==> config.mk <==
export PLATFORM = sky130hd
export DESIGN_NAME = exc_entry_unit
export DESIGN_NICKNAME = d
export VERILOG_FILES = /design/src/rtl/exc_pkg.sv /design/src/rtl/exc_cause_decode.sv /design/src/rtl/exc_vector_table.sv /design/src/rtl/exc_context_build.sv /design/src/rtl/exc_entry_unit.sv
export SDC_FILE = /design/constraint.sdc
export NUM_CORES = 1
export LEC_CHECK = 0
export BUFFER_PORTS_ARGS = -buffer_cell sky130_fd_sc_hd__buf_4
export CORE_AREA = 3 3 241 303
export DETAILED_ROUTE_END_ITERATION = 8
export DIE_AREA = 0 0 244 306
export GPL_TIMING_DRIVEN = 1
export PLACE_DENSITY_LB_ADDON = 0.12
export SLEW_MARGIN = 20
export SYNTH_ARGS = -nofsm -noshare
export SYNTH_HDL_FRONTEND = slang
export SYNTH_SLANG_ARGS = --single-unit
==> constraint.sdc <==
create_clock -name clk -period 1.6 [get_ports clk]
set_input_delay 0 -clock clk [delete_from_list [all_inputs] [get_ports clk]]
set_output_delay 0 -clock clk [all_outputs]
set_load 0.005 [all_outputs]
==> src/rtl/exc_pkg.sv <==
package exc_pkg;

    localparam int unsigned CAUSE_W = 5;
    localparam int unsigned SLOT_W  = 4;
    localparam int unsigned SYN_W   = 16;

    // cause codes
    localparam logic [CAUSE_W-1:0] C_RESET   = 5'd0;
    localparam logic [CAUSE_W-1:0] C_MCHK    = 5'd1;
    localparam logic [CAUSE_W-1:0] C_DSTORE  = 5'd2;
    localparam logic [CAUSE_W-1:0] C_ISTORE  = 5'd3;
    localparam logic [CAUSE_W-1:0] C_ALIGN   = 5'd5;
    localparam logic [CAUSE_W-1:0] C_PROGRAM = 5'd6;
    localparam logic [CAUSE_W-1:0] C_NOFP    = 5'd7;
    localparam logic [CAUSE_W-1:0] C_FIT     = 5'd10;
    localparam logic [CAUSE_W-1:0] C_DECR    = 5'd11;
    localparam logic [CAUSE_W-1:0] C_WDOG    = 5'd12;
    localparam logic [CAUSE_W-1:0] C_LAST_A  = 5'd14;
    localparam logic [CAUSE_W-1:0] C_DEBUG   = 5'd16;
    localparam logic [CAUSE_W-1:0] C_EXT_LO  = 5'd16;

    localparam logic [SLOT_W-1:0]  TRAP_SLOT = 4'd15;

    // machine-state bit positions
    localparam int unsigned B_LE   = 0;
    localparam int unsigned B_RI   = 1;
    localparam int unsigned B_DR   = 4;
    localparam int unsigned B_IR   = 5;
    localparam int unsigned B_ME   = 12;
    localparam int unsigned B_ILE  = 16;
    localparam int unsigned B_CE   = 17;
    localparam int unsigned B_ICM  = 25;
    localparam int unsigned B_CM   = 31;
    localparam int unsigned B_TRAP = 17;

    typedef enum logic [1:0] {
        PAIR_STD  = 2'd0,
        PAIR_CRIT = 2'd1,
        PAIR_MCHK = 2'd2
    } pair_e;

    typedef enum logic [1:0] {
        ST_IDLE   = 2'd0,
        ST_VECTOR = 2'd1,
        ST_FAULT  = 2'd2
    } state_e;

    typedef struct packed {
        logic              legal;
        logic              bank_b;
        logic [SLOT_W-1:0] slot;
        pair_e             pair;
        logic              rewind;
        logic              clr_hi;
        logic              or_syn;
        logic              trap_bit;
    } route_t;

endpackage

==> src/rtl/exc_cause_decode.sv <==
module exc_cause_decode
    import exc_pkg::*;
#(
    parameter int unsigned NUM_B = 6
) (
    input  logic [CAUSE_W-1:0] cause,
    input  logic               trap,
    output route_t             route
);

    localparam logic [CAUSE_W-1:0] EXT_HI = CAUSE_W'(int'(C_EXT_LO) + int'(NUM_B) - 1);

    logic [CAUSE_W-1:0] ext_off;

    assign ext_off = cause - C_EXT_LO;

    always_comb begin
        route        = '0;
        route.pair   = PAIR_STD;
        route.legal  = 1'b1;

        if (cause <= C_LAST_A) begin
            route.slot = cause[SLOT_W-1:0];
        end else if (cause >= C_EXT_LO && cause <= EXT_HI) begin
            route.bank_b = 1'b1;
            route.slot   = ext_off[SLOT_W-1:0];
        end else begin
            route.legal = 1'b0;
        end

        unique case (cause)
            C_RESET, C_DEBUG: route.pair = PAIR_CRIT;
            C_MCHK:           route.pair = PAIR_MCHK;
            C_WDOG: begin
                route.pair   = PAIR_CRIT;
                route.clr_hi = 1'b1;
            end
            C_DSTORE, C_FIT, C_DECR: route.clr_hi = 1'b1;
            C_ISTORE: begin
                route.clr_hi = 1'b1;
                route.or_syn = 1'b1;
            end
            C_ALIGN: route.rewind = 1'b1;
            C_PROGRAM, C_NOFP: begin
                route.rewind = 1'b1;
                route.clr_hi = 1'b1;
            end
            default: ;
        endcase

        if (cause == C_PROGRAM && trap) begin
            route.slot     = TRAP_SLOT;
            route.trap_bit = 1'b1;
        end
    end

endmodule

==> src/rtl/exc_vector_table.sv <==
module exc_vector_table
    import exc_pkg::*;
#(
    parameter int unsigned XLEN     = 32,
    parameter int unsigned NUM_A    = 16,
    parameter int unsigned NUM_B    = 6,
    parameter int unsigned OFS_W    = 16,
    parameter int unsigned ALIGN    = 4,
    parameter int unsigned PFX_KEEP = 16,
    parameter int unsigned ADDR_W   = 5
) (
    input  logic              clk,
    input  logic              rst_n,
    input  logic              cfg_we,
    input  logic [ADDR_W-1:0] cfg_addr,
    input  logic [XLEN-1:0]   cfg_wdata,
    output logic [XLEN-1:0]   cfg_rdata,
    input  logic              sel_bank_b,
    input  logic [SLOT_W-1:0] sel_slot,
    output logic [XLEN-1:0]   handler
);

    localparam int unsigned STORE_W  = OFS_W - ALIGN;
    localparam int unsigned PFX_ADDR = NUM_A + NUM_B;
    localparam int unsigned PFX_LOW  = XLEN - PFX_KEEP;

    logic [STORE_W-1:0]  ofs_a [NUM_A];
    logic [STORE_W-1:0]  ofs_b [NUM_B];
    logic [PFX_KEEP-1:0] pfx;
    logic [NUM_A-1:0]    hit_a;
    logic [NUM_B-1:0]    hit_b;
    logic                hit_p;
    logic                unused_low;

    assign unused_low = ^cfg_wdata[ALIGN-1:0];

    for (genvar i = 0; i < NUM_A; i++) begin : g_hit_a
        assign hit_a[i] = cfg_we && (cfg_addr == ADDR_W'(i));
    end
    for (genvar j = 0; j < NUM_B; j++) begin : g_hit_b
        assign hit_b[j] = cfg_we && (cfg_addr == ADDR_W'(NUM_A + j));
    end
    assign hit_p = cfg_we && (cfg_addr == ADDR_W'(PFX_ADDR));

    always_ff @(posedge clk or negedge rst_n) begin
        if (!rst_n) begin
            for (int i = 0; i < NUM_A; i++) ofs_a[i] <= '0;
            for (int j = 0; j < NUM_B; j++) ofs_b[j] <= '0;
            pfx <= '0;
        end else begin
            for (int i = 0; i < NUM_A; i++)
                if (hit_a[i]) ofs_a[i] <= cfg_wdata[OFS_W-1:ALIGN];
            for (int j = 0; j < NUM_B; j++)
                if (hit_b[j]) ofs_b[j] <= cfg_wdata[OFS_W-1:ALIGN];
            if (hit_p) pfx <= cfg_wdata[XLEN-1:PFX_LOW];
        end
    end

    // combinational read port
    always_comb begin
        cfg_rdata = '0;
        for (int i = 0; i < NUM_A; i++)
            if (cfg_addr == ADDR_W'(i))
                cfg_rdata = XLEN'({ofs_a[i], {ALIGN{1'b0}}});
        for (int j = 0; j < NUM_B; j++)
            if (cfg_addr == ADDR_W'(NUM_A + j))
                cfg_rdata = XLEN'({ofs_b[j], {ALIGN{1'b0}}});
        if (cfg_addr == ADDR_W'(PFX_ADDR))
            cfg_rdata = {pfx, {PFX_LOW{1'b0}}};
    end

    // handler lookup
    logic [STORE_W-1:0] sel_ofs;

    always_comb begin
        sel_ofs = '0;
        if (sel_bank_b) begin
            for (int j = 0; j < NUM_B; j++)
                if (sel_slot == SLOT_W'(j)) sel_ofs = ofs_b[j];
        end else begin
            for (int i = 0; i < NUM_A; i++)
                if (sel_slot == SLOT_W'(i)) sel_ofs = ofs_a[i];
        end
    end

    assign handler = {pfx, {PFX_LOW{1'b0}}} | XLEN'({sel_ofs, {ALIGN{1'b0}}});

endmodule

==> src/rtl/exc_context_build.sv <==
module exc_context_build
    import exc_pkg::*;
#(
    parameter int unsigned XLEN = 32
) (
    input  route_t           route,
    input  logic [XLEN-1:0]  pc,
    input  logic [XLEN-1:0]  msr,
    input  logic [SYN_W-1:0] syndrome,
    output logic [XLEN-1:0]  ret_pc,
    output logic [XLEN-1:0]  saved_msr,
    output logic [XLEN-1:0]  entry_msr
);

    localparam int unsigned HI = XLEN - 1;

    logic unused_route;

    assign unused_route = route.legal ^ route.bank_b ^ (^route.slot);

    always_comb begin
        ret_pc = route.rewind ? (pc - XLEN'(4)) : pc;

        saved_msr = msr;
        if (route.clr_hi)   saved_msr[HI -: SYN_W] = '0;
        if (route.or_syn)   saved_msr[HI -: SYN_W] = saved_msr[HI -: SYN_W] | syndrome;
        if (route.trap_bit) saved_msr[B_TRAP] = 1'b1;

        entry_msr       = msr;
        entry_msr[B_IR] = 1'b0;
        entry_msr[B_DR] = 1'b0;
        entry_msr[B_RI] = 1'b0;
        entry_msr[B_LE] = msr[B_ILE];
        entry_msr[B_CM] = msr[B_ICM];
        if (route.pair == PAIR_MCHK) begin
            entry_msr[B_ME] = 1'b0;
            entry_msr[B_CE] = 1'b0;
        end
    end

endmodule

==> src/rtl/exc_entry_unit.sv <==
module exc_entry_unit
    import exc_pkg::*;
#(
    parameter int unsigned XLEN     = 32,
    parameter int unsigned NUM_B    = 6,
    parameter int unsigned OFS_W    = 16,
    parameter int unsigned ALIGN    = 4,
    parameter int unsigned PFX_KEEP = 16
) (
    input  logic               clk,
    input  logic               rst_n,
    input  logic               req_valid,
    output logic               req_ready,
    input  logic [CAUSE_W-1:0] req_cause,
    input  logic               req_trap,
    input  logic [SYN_W-1:0]   req_syndrome,
    input  logic [XLEN-1:0]    req_pc,
    input  logic [XLEN-1:0]    req_msr,
    input  logic               cfg_we,
    input  logic [4:0]         cfg_addr,
    input  logic [XLEN-1:0]    cfg_wdata,
    output logic [XLEN-1:0]    cfg_rdata,
    output logic               vec_valid,
    output logic               vec_err,
    output logic [XLEN-1:0]    vec_pc,
    output logic [XLEN-1:0]    vec_msr,
    output logic               std_we,
    output logic               crit_we,
    output logic               mchk_we,
    output logic [XLEN-1:0]    save_ret,
    output logic [XLEN-1:0]    save_state
);

    localparam int unsigned NUM_A = 1 << SLOT_W;

    route_t          route;
    logic [XLEN-1:0] handler, ret_pc, saved_msr, entry_msr;
    logic            accept;
    state_e          state_q, state_d;

    logic [XLEN-1:0] pc_q, msr_q, ret_q, save_q;
    pair_e           pair_q;

    exc_cause_decode #(.NUM_B(NUM_B)) u_decode (
        .cause (req_cause),
        .trap  (req_trap),
        .route (route)
    );

    exc_vector_table #(
        .XLEN(XLEN), .NUM_A(NUM_A), .NUM_B(NUM_B), .OFS_W(OFS_W),
        .ALIGN(ALIGN), .PFX_KEEP(PFX_KEEP), .ADDR_W(5)
    ) u_table (
        .clk        (clk),
        .rst_n      (rst_n),
        .cfg_we     (cfg_we),
        .cfg_addr   (cfg_addr),
        .cfg_wdata  (cfg_wdata),
        .cfg_rdata  (cfg_rdata),
        .sel_bank_b (route.bank_b),
        .sel_slot   (route.slot),
        .handler    (handler)
    );

    exc_context_build #(.XLEN(XLEN)) u_ctx (
        .route     (route),
        .pc        (req_pc),
        .msr       (req_msr),
        .syndrome  (req_syndrome),
        .ret_pc    (ret_pc),
        .saved_msr (saved_msr),
        .entry_msr (entry_msr)
    );

    assign accept = req_valid && (state_q == ST_IDLE);

    // next state
    always_comb begin
        state_d = state_q;
        unique case (state_q)
            ST_IDLE:   if (req_valid) state_d = route.legal ? ST_VECTOR : ST_FAULT;
            ST_VECTOR: state_d = ST_IDLE;
            ST_FAULT:  state_d = ST_IDLE;
            default:   state_d = ST_IDLE;
        endcase
    end

    // state register
    always_ff @(posedge clk or negedge rst_n) begin
        if (!rst_n) state_q <= ST_IDLE;
        else        state_q <= state_d;
    end

    // context capture at acceptance
    always_ff @(posedge clk or negedge rst_n) begin
        if (!rst_n) begin
            pc_q   <= '0;
            msr_q  <= '0;
            ret_q  <= '0;
            save_q <= '0;
            pair_q <= PAIR_STD;
        end else if (accept && route.legal) begin
            pc_q   <= handler;
            msr_q  <= entry_msr;
            ret_q  <= ret_pc;
            save_q <= saved_msr;
            pair_q <= route.pair;
        end
    end

    // outputs
    always_comb begin
        req_ready  = 1'b0;
        vec_valid  = 1'b0;
        vec_err    = 1'b0;
        std_we     = 1'b0;
        crit_we    = 1'b0;
        mchk_we    = 1'b0;
        unique case (state_q)
            ST_IDLE:  req_ready = 1'b1;
            ST_VECTOR: begin
                vec_valid = 1'b1;
                std_we    = (pair_q == PAIR_STD);
                crit_we   = (pair_q != PAIR_STD);
                mchk_we   = (pair_q == PAIR_MCHK);
            end
            ST_FAULT: vec_err = 1'b1;
            default: ;
        endcase
        vec_pc     = pc_q;
        vec_msr    = msr_q;
        save_ret   = ret_q;
        save_state = save_q;
    end

endmodule

==> results_dict.tcl <==
set metrics [dict create \
    synthSimpleGateAreaFrac_pct 14.6 \
    grt_overflow 0 \
    hold_class "in2reg" \
    synth_mux_area_share_pct 17.2 \
    numCtsBuffers 45 \
    slew-limit-headroom_pct 51.8 \
    dp_worst_setup_slack_ps -1080 \
    gp_congestion 1.01 \
    synth_top_family_by_area "multiplexers" \
    ant_nets 0 \
    cp.required_ps 1600 \
    drtIter0Drc 1976 \
    critPathMaxFanout 2 \
    portBuffers 277 \
    ys_seq_area_share_pct 46.6 \
    path_clk_slew_ps 60 \
    grt_max_degree 68 \
    p_leak_nw 16.1 \
    async_reset_ff_share_pct 100 \
    wl_per_cell_um 31.0 \
    fill_cells 6433 \
    grt_pass1_vias 22818 \
    core_area_um2 70400 \
    avgSynthCellArea_um2 10.1 \
    p_int_mw 24.0 \
    fin_crit_ps 2320 \
    synth_cell_type_count 90 \
    fin_tns_setup_ps -13620 \
    startpoint_type "register" \
    synth_fa_ha_area_share_pct 0.0595 \
    route.detailed.drc 0 \
    regArea_um2 9830 \
    die_w_um 244 \
    synth_xor_area_share_pct 1.25 \
    post-place-cells 3749 \
    clk_latency_ps 590 \
    r2r_cells 8 \
    critPathArrivalTime_ps 2320 \
    final_common_cell "buf_4" \
    cts_root_buf "clkbuf_16" \
    clockBufferDepth 3 \
    outcome "finished with violations" \
    viasPerCell 5.50 \
    slew_violations 0 \
    n_antenna_cell 0 \
    pin_count 293 \
    rr_startpoint "u_table.ofs_a[169]" \
    grt_usage_pct 32.1 \
    syn_inst 2077 \
    timing.max_cap.violations 0 \
    tightest_slew_ps 720 \
    cts_tree "yes" \
    peakVddDrop_v 0.000794 \
    syn_area_um2 21000 \
    grt_pass1_wl_um 173000 \
    combPwrFrac_pct 30.9 \
    hold-path-cell-count 4 \
    hpwlAfterDp_um 92700 \
    hold_viol_final 0 \
    synth-seq-cells 392 \
    area_growth_pct 66.3 \
    p_sw_mw 12.3 \
    hold_end "save_ret[9]" \
    final_cell_mix "buf_4, dfrtp_1, mux2_2" \
    min_from "req_pc[9]" \
    p_per_area_nw_per_um2 1040 \
    drtPass1Iterations 6 \
    fin_nets 3160 \
    fin_skew_ps 16.4 \
    multi_input_area_um2 12500 \
    synth_compound_area_share_pct 15.8 \
    fin_ws_ps -720 \
    seqPwrFrac_pct 39.8 \
    vias 22049 \
    htree_levels 2 \
    clock_power_share_pct 29.3 \
    rows 109 \
    r2r-end "vec_pc[5]" \
    p_sw_share_pct 33.8 \
    yosys_warnings 0 \
    reg2reg_slack_ps -300 \
    synth_top_flop_cell "dfrtp_1" \
    die_h_um 306 \
    violations "setup timing" \
    max_freq_mhz 431 \
    finalCritPeriodShare_pct 145 \
    clkSinkCount 392 \
    initial_core_util_pct 29.9 \
    wirelength_um 124000 \
    final_cells 4010 \
    antenna_found_initial 1 \
    rsz0062_at_grt "true" \
    path_class "reg2out" \
    endpoint_kind "primary output" \
    synth-edff-count 0 \
    drive_gt1_share_pct 57.3 \
    dieArea_um2 74700 \
    finalSetupViolations 106 \
]
power by group through the flow:
| stage | combinational (mW) | clock [mW] | sequential [mW] |
|---|---|---|---|
| 6_report | 11.2 | 10.6 | 14.4 |
| 5_1_grt | 11.8 | 11.2 | 14.5 |
| 4_1_cts | 10.4 | 10.8 | 14.1 |
| 3_5_place_dp | 9.11 | 0 | 14.3 |
| 3_3_place_gp | 9.05 | 0 | 14.2 |
| 2_1_floorplan | 3.48 | 0 | 13.2 |
routing by layer:
metal  share of wire, %  up-vias  track usage (%)
met5             0.0080        -                0
met4                7.4        2             18.3
met3                6.3      319             5.20
met2                 48     1033             54.8
met1                 39    11198             38.5
li1                   -     9497                -
flip-flops by register name (all words and copies together), names as in the netlist:
| register | cells |
|---|---|
| u_table.ofs_a | 192 |
| u_table.ofs_b | 72 |
| save_ret | 32 |
| save_state | 32 |
| vec_pc | 28 |
| u_table.pfx | 16 |
| vec_msr | 16 |
| pair_q | 2 |
| state_q | 2 |
synth_stat cells (6+ instances only):
cell	number	area, um^2
o221ai_1	10	87.6
xor2_1	7	61.3
nor3b_1	9	67.6
a211oi_1	14	105
a221oi_1	40	350
a32oi_1	10	87.6
nor4_1	6	37.5
and3_1	11	68.8
nand2b_1	23	144
nand4_1	8	50.1
a221o_1	16	160
clkbuf_1	115	432
nand2_1	286	1070
dfrtp_1	392	9810
nor3_1	39	195
a22o_1	15	131
o31ai_1	8	60.1
mux2_2	295	3320
o211ai_1	21	158
o21ai_0	107	536
nor2_1	137	514
o32ai_1	6	52.6
nor2b_1	18	113
mux2i_1	22	220
a21oi_1	75	375
and2_1	21	131
o22ai_1	28	175
nand3_1	25	125
nand3b_1	8	60.1
buf_1	14	52.6
xnor2_1	23	201
a22oi_1	44	330
inv_1	20	75.1
buf_2	30	150
a222oi_1	6	60.1
a211o_1	6	52.6
o21ai_1	11	55.1
buf_4	26	195
a31oi_1	17	106
kinds of logic after synthesis:
family	Yosys count
compound gates	482
xor+xnor	30
fa+ha+maj	1
buf+inv	208
flops	392
mux	320
other cells	1
simple gates	643
worst max-delay path, cell delays in order, from the launching register on:
cell and delay (ps):
dfrtp_1 390, a22o_4 300, a22oi_2 130, nand2_1 100, a2111oi_4 340, buf_4 190, a31oi_4 110, buf_6 160
per-stage QoR:
step	power (mW)	util, %	hold WS [ps]	instance area, um^2
6_report	36.3	49.7	1.17	35000
3_5_place_dp	23.4	41.2	-121	29000
5_1_grt	37.5	49.7	8.29	35000
4_1_cts	35.4	47.6	0.164	33500
3_3_place_gp	23.3	41.2	-120	29000
2_1_floorplan	16.7	-	-296	21300
layout make-up:
| type | instances | area share [%] |
|---|---|---|
| tap | 943 | 3.37 |
| inverter | 21 | 0.243 |
| multi-input combinational | 1487 | 35.8 |
| clock buffer | 65 | 3.67 |
| clock inverter | 17 | 0.529 |
| timing repair buffer | 1085 | 28.3 |
| sequential | 392 | 28.1 |
worst max-delay path by stage:
stage | startpoint | slack [ps] | endpoint
floorplan | req_pc[24] | -190 | save_ret[31]
global placement | cfg_addr[1] | -1140 | cfg_rdata[9]
detailed placement | cfg_addr[1] | -1080 | cfg_rdata[9]
CTS | u_table.ofs_a[12] | -780 | cfg_rdata[4]
global route | u_table.ofs_b[17] | -760 | cfg_rdata[9]
finish | u_table.ofs_b[17] | -720 | cfg_rdata[9]
repair_timing:
| item | CTS | global route |
|---|---|---|
| hold endpoints to repair | 538 | 9 |
| resized for setup | 326 | 298 |
| cloned | 15 | 8 |
| pin swaps | 151 | 167 |
| setup endpoints to repair | 119 | 145 |
| buffers inserted | 39 | 36 |
| hold buffers | 107 | 10 |
No activity file was read; power rests on OpenSTA's default activity.
